**config.mk**
```make
export PLATFORM = sky130hd
export DESIGN_NAME = tern_step_serializer
export DESIGN_NICKNAME = d
export VERILOG_FILES = /design/src/rtl/tern_pkg.sv /design/src/rtl/tern_thr_bank.sv /design/src/rtl/tern_hold.sv /design/src/rtl/tern_step.sv /design/src/rtl/tern_step_serializer.sv
export SDC_FILE = /design/constraint.sdc
export NUM_CORES = 1
export LEC_CHECK = 0
export BUFFER_PORTS_ARGS = -buffer_cell sky130_fd_sc_hd__buf_4
export CORE_AREA = 2 2 265 319
export DETAILED_ROUTE_END_ITERATION = 12
export DIE_AREA = 0 0 267 321
export GPL_TIMING_DRIVEN = 0
export PLACE_DENSITY = 0.48
export SLEW_MARGIN = 10
export SYNTH_ARGS = -nofsm -noshare
export SYNTH_HDL_FRONTEND = slang
export SYNTH_SLANG_ARGS = --single-unit
export TNS_END_PERCENT = 5
```
**constraint.sdc**
```tcl
create_clock -name clk -period 8.85 [get_ports clk]
set_clock_uncertainty 0.15 [all_clocks]
set_input_delay 1.77 -clock clk [delete_from_list [all_inputs] [get_ports clk]]
set_output_delay 1.77 -clock clk [all_outputs]
set_load 0.02 [all_outputs]
```
**src/rtl/tern_pkg.sv**
```systemverilog
package tern_pkg;
  typedef logic [1:0] tern_t;
  localparam tern_t TERN_POS  = 2'b01;
  localparam tern_t TERN_ZERO = 2'b00;
  localparam tern_t TERN_NEG  = 2'b11;
endpackage

```
**src/rtl/tern_thr_bank.sv**
```systemverilog
module tern_thr_bank #(
  parameter int N     = 8,
  parameter int SUM_W = 12,
  parameter int IDX_W = 3
) (
  input  logic               clk,
  input  logic               rst_n,
  input  logic               wr_en,
  input  logic [IDX_W-1:0]   wr_addr,
  input  logic [SUM_W-1:0]   wr_lo,
  input  logic [SUM_W-1:0]   wr_hi,
  output logic [N*SUM_W-1:0] lo_flat,
  output logic [N*SUM_W-1:0] hi_flat
);
  for (genvar i = 0; i < N; i++) begin : g_entry
    logic             hit;
    logic [SUM_W-1:0] lo_q, hi_q;
    assign hit = wr_en && (wr_addr == IDX_W'(i));
    always_ff @(posedge clk or negedge rst_n) begin
      if (!rst_n) begin
        lo_q <= '0;
        hi_q <= '0;
      end else if (hit) begin
        lo_q <= wr_lo;
        hi_q <= wr_hi;
      end
    end
    assign lo_flat[i*SUM_W +: SUM_W] = lo_q;
    assign hi_flat[i*SUM_W +: SUM_W] = hi_q;
  end
endmodule

```
**src/rtl/tern_hold.sv**
```systemverilog
module tern_hold #(
  parameter int N     = 8,
  parameter int SUM_W = 12,
  parameter int IDX_W = 3
) (
  input  logic               clk,
  input  logic               rst_n,
  input  logic               cap_en,
  input  logic [N*SUM_W-1:0] sum_in,
  input  logic [N*SUM_W-1:0] lo_in,
  input  logic [N*SUM_W-1:0] hi_in,
  input  logic [IDX_W-1:0]   sel,
  output logic [SUM_W-1:0]   sel_sum,
  output logic [SUM_W-1:0]   sel_lo,
  output logic [SUM_W-1:0]   sel_hi
);
  logic [N*SUM_W-1:0] sum_q, lo_q, hi_q;

  always_ff @(posedge clk or negedge rst_n) begin
    if (!rst_n) begin
      sum_q <= '0;
      lo_q  <= '0;
      hi_q  <= '0;
    end else if (cap_en) begin
      sum_q <= sum_in;
      lo_q  <= lo_in;
      hi_q  <= hi_in;
    end
  end

  always_comb begin
    sel_sum = sum_q[sel*SUM_W +: SUM_W];
    sel_lo  = lo_q[sel*SUM_W +: SUM_W];
    sel_hi  = hi_q[sel*SUM_W +: SUM_W];
  end
endmodule

```
**src/rtl/tern_step.sv**
```systemverilog
module tern_step
  import tern_pkg::*;
#(
  parameter int SUM_W = 12
) (
  input  logic [SUM_W-1:0] sum,
  input  logic [SUM_W-1:0] lo,
  input  logic [SUM_W-1:0] hi,
  output tern_t            act
);
  logic above, below;
  always_comb begin
    above = $signed(sum) > $signed(hi);
    below = $signed(sum) < $signed(lo);
    if (above)      act = TERN_POS;
    else if (below) act = TERN_NEG;
    else            act = TERN_ZERO;
  end
endmodule

```
**src/rtl/tern_step_serializer.sv**
```systemverilog
module tern_step_serializer
  import tern_pkg::*;
#(
  parameter int N     = 8,
  parameter int SUM_W = 12,
  localparam int IDX_W = (N > 1) ? $clog2(N) : 1
) (
  input  logic               clk,
  input  logic               rst_n,
  input  logic               thr_we,
  input  logic [IDX_W-1:0]   thr_addr,
  input  logic [SUM_W-1:0]   thr_lo,
  input  logic [SUM_W-1:0]   thr_hi,
  input  logic               load,
  input  logic [N*SUM_W-1:0] sums,
  output logic               out_valid,
  output logic               out_last,
  output logic [IDX_W-1:0]   out_idx,
  output logic [1:0]         out_act
);
  localparam logic [IDX_W-1:0] LAST_IDX = IDX_W'(N - 1);

  logic               active_q, active_d;
  logic [IDX_W-1:0]   cnt_q, cnt_d;
  logic               accept, at_last;
  logic [N*SUM_W-1:0] bank_lo, bank_hi;
  logic [SUM_W-1:0]   cur_sum, cur_lo, cur_hi;
  tern_t              cur_act;

  tern_thr_bank #(.N(N), .SUM_W(SUM_W), .IDX_W(IDX_W)) u_bank (
    .clk(clk), .rst_n(rst_n), .wr_en(thr_we), .wr_addr(thr_addr),
    .wr_lo(thr_lo), .wr_hi(thr_hi), .lo_flat(bank_lo), .hi_flat(bank_hi)
  );

  tern_hold #(.N(N), .SUM_W(SUM_W), .IDX_W(IDX_W)) u_hold (
    .clk(clk), .rst_n(rst_n), .cap_en(accept), .sum_in(sums),
    .lo_in(bank_lo), .hi_in(bank_hi), .sel(cnt_q),
    .sel_sum(cur_sum), .sel_lo(cur_lo), .sel_hi(cur_hi)
  );

  tern_step #(.SUM_W(SUM_W)) u_step (
    .sum(cur_sum), .lo(cur_lo), .hi(cur_hi), .act(cur_act)
  );

  always_comb begin
    accept   = load && !active_q;
    at_last  = active_q && (cnt_q == LAST_IDX);
    active_d = active_q;
    cnt_d    = cnt_q;
    if (accept) begin
      active_d = 1'b1;
      cnt_d    = '0;
    end else if (at_last) begin
      active_d = 1'b0;
      cnt_d    = '0;
    end else if (active_q) begin
      cnt_d    = cnt_q + IDX_W'(1);
    end
  end

  always_ff @(posedge clk or negedge rst_n) begin
    if (!rst_n) begin
      active_q <= 1'b0;
      cnt_q    <= '0;
    end else begin
      active_q <= active_d;
      cnt_q    <= cnt_d;
    end
  end

  always_comb begin
    out_valid = active_q;
    out_last  = at_last;
    out_idx   = active_q ? cnt_q : '0;
    out_act   = active_q ? cur_act : TERN_ZERO;
  end
endmodule

```
==> reports/summary.txt <==
status: finished clean
hold_buf cts: 0
syn_nets: 1412
RSZ-0062 raised after global routing: no
initial antenna violation count: 4
Setup crit end kind: output pin
final slew viol count: 0
Post-CTS Resized: 0
DP HPWL: 39.4 mm
Critical path origin: cnt_q[2]
VDD IR-drop max: 0.000242 V
vias in the first global route: 12551
GRT busiest layer: met2
Mean Syn Cell Area: 16.3 um^2
fmax: 0.146 GHz
Hold Vio Cnt, Final: 0
min-delay src: u_bank.g_entry[1].hi_q[11]
WP data arrival: 4.94 ns
Initial DRC Count: 520
Core Util, Final: 0.298
final-report setup violation count: 0
Register Area: 12100 um^2
Die Y: 321 um
Remaining DRCs: 0
Synth Register Bits: 484
Initial Util: 0.248
Async SR Flop Fraction: 1.00
post-synth cell types: 38
register area share after synthesis: 0.590
warnings from Yosys: 0
fin crit period: 6.86 ns
Die Width: 267 um
RR Startpoint: out_valid
Max-slew headroom: 0.175
LEAKAGE: 10.5 nW
row cnt: 116
Synth Instances: 1260
TNS Setup: 0 ns
Post-CTS Setup Repair Bufs: 0
TritonCTS buffer count: 53
Power Density: 368 nW/um^2
CTS Buffer Depth: 3
die area: 85700 um^2
root buffer cell: clkbuf_16
GRT overflow: 0
DR vias: 11400
WL/cell: 21.9 um
pin count of the biggest net entering global routing: 114
clk sink count: 484
Area growth, synth to finish: 20.4%
first drt pass iteration count: 4
first-pass GRT wire length: 85.2 mm
NumNets Final: 1601
drt via density: 4.36
Core ar.: 82900 um^2
gpl congestion: 0.756
synthesized cell area: 20500 um^2
HP Class: reg -> reg
Fill cells: 8242
# H-tree levels: 2
share of cells above drive strength 1: 0.518
drt total wl: 57.3 mm
slew at the pin closest to its max-slew limit: 1.23 ns
area of the multi-input gates: 8120 um^2
Main synth FF type: dfrtp_1
Worst EP required: 6.93 ns
I/O pin count: 134
most common cell after layout, fill and taps aside: dfrtp_1
Pwr Total: 0.00910 W
CTS tree: built
met3 usage in global routing: 0.0239
PortBufs: 129
Clk pin slew, worst setup/hold paths: 0.06 ns
Tcrit/Tclk final: 0.776
Post-synth EDFFs: 0
routing usage on met2: 0.239
maxcap violations: 0
Critical Path Fanout Max: 10
most frequent cells in the layout: 484 x dfrtp_1, 476 x mux2_2, 128 x buf_4
critical path class: reg -> out
clock latency on the worst-skew pair: 0.62 ns
grt met1 use: 0.170
All-Layer GR Usage: 0.136
critical path launch point type: flip-flop
antenna viol nets, final: 0
-- Yosys cell counts, drive strengths merged (2+ instances only) --
| cell | instances | area [um^2] |
|---|---|---|
| mux4 | 72 | 1620 |
| clkbuf | 60 | 225 |
| and2 | 4 | 25.0 |
| nand2b | 4 | 25.0 |
| ha | 25 | 313 |
| nor2b | 3 | 18.8 |
| and4 | 2 | 17.5 |
| mux2i | 24 | 253 |
| nor3b | 2 | 15.0 |
| a21oi | 8 | 40.0 |
| inv | 2 | 7.50 |
| nand3 | 3 | 15.0 |
| nand4b | 3 | 26.3 |
| dfrtp | 484 | 12100 |
| mux2 | 481 | 5420 |
| nand2 | 43 | 161 |
| nor3 | 3 | 15.0 |
| o21ai | 4 | 20.0 |
| nor2 | 5 | 18.8 |
| buf | 14 | 68.8 |
| a21o | 2 | 15.0 |
-- registers in the layout (all words and copies together) (netlist names) --
| signal | count |
|---|---|
| u_hold.sum_q | 96 |
| u_hold.lo_q | 96 |
| u_bank.g_entry.lo_q | 96 |
| u_hold.hi_q | 96 |
| u_bank.g_entry.hi_q | 96 |
| out_valid | 1 |
| cnt_q | 3 |
-- critical path, stage by stage, from the launching register on --
cell	delay, ns
dfrtp_1	0.38
clkbuf_1	0.34
inv_2	0.36
buf_1	0.84
mux2i_1	0.50
ha_1	0.33
a21o_1	0.16
a21oi_1	0.13
o211ai_1	0.10
a2111o_1	0.43
mux2i_1	0.21
and3b_1	0.33
buf_4	0.20
-- kinds of logic (layout without fill, tap and decap cells) --
logic type | after synthesis | count (layout) | share of synthesized area
and+or+nand+nor | 77 | 77 | 0.0182
buffers and inverters | 76 | 305 | 0.0147
other | 0 | 3 | 0
adders and majority gates | 25 | 25 | 0.0152
DFF | 484 | 484 | 0.590
AOI/OAI and AO/OA | 21 | 21 | 0.00658
muxes | 577 | 577 | 0.355
-- report_power, final --
group	internal [W]	switching (W)	total, W
sequential	0.00307	0.000419	0.00349
combinational	0.00179	0.00169	0.00348
clock	0.00120	0.000930	0.00213
total	0.00607	0.00303	0.00910
-- metrics by stage --
step	cells	hold WS (ns)	cell area, um^2	worst slack [ns]
3_3_place_gp	2510	0.314	22900	0.681
3_5_place_dp	2515	0.321	23000	2.47
2_1_floorplan	1260	0.302	20500	3.86
5_1_grt	2613	0.350	24700	1.67
6_report	2613	0.331	24700	1.99
4_1_cts	2610	0.334	24700	1.79
-- routing by layer --
metal | vias to the layer above | share of wire
li1 | 5012 | -
met1 | 6131 | 0.42
met2 | 177 | 0.51
met3 | 78 | 0.037
met4 | 2 | 0.026
met5 | - | 0.00023
-- cell type report --
class / count / share of cell area
sequential: 484 / 0.490
multi-input combinational: 700 / 0.329
clock buffer: 81 / 0.0620
tap: 1121 / 0.0568
timing repair buffer: 134 / 0.0451
buffer: 74 / 0.0119
clock inverter: 14 / 0.00506
inverter: 2 / 0.000304
antenna: 3 / 0.000304
-- path summary, 6_finish.rpt --
kind | to | cells past startpoint | slack (ns)
worst max-delay path | out_act[1] | 12 | 1.99
worst min-delay path | u_bank.g_entry[1].hi_q[11] | 1 | 0.33
worst max register to register | u_hold.lo_q[6] | 5 | 5.89
worst min register to register | u_bank.g_entry[1].hi_q[11] | 1 | 0.33
max in group asynchronous | u_hold.sum_q[38] | 6 | 5.11
min in group asynchronous | u_hold.lo_q[70] | 1 | 0.88
No activity file was read; power rests on OpenSTA's default activity.
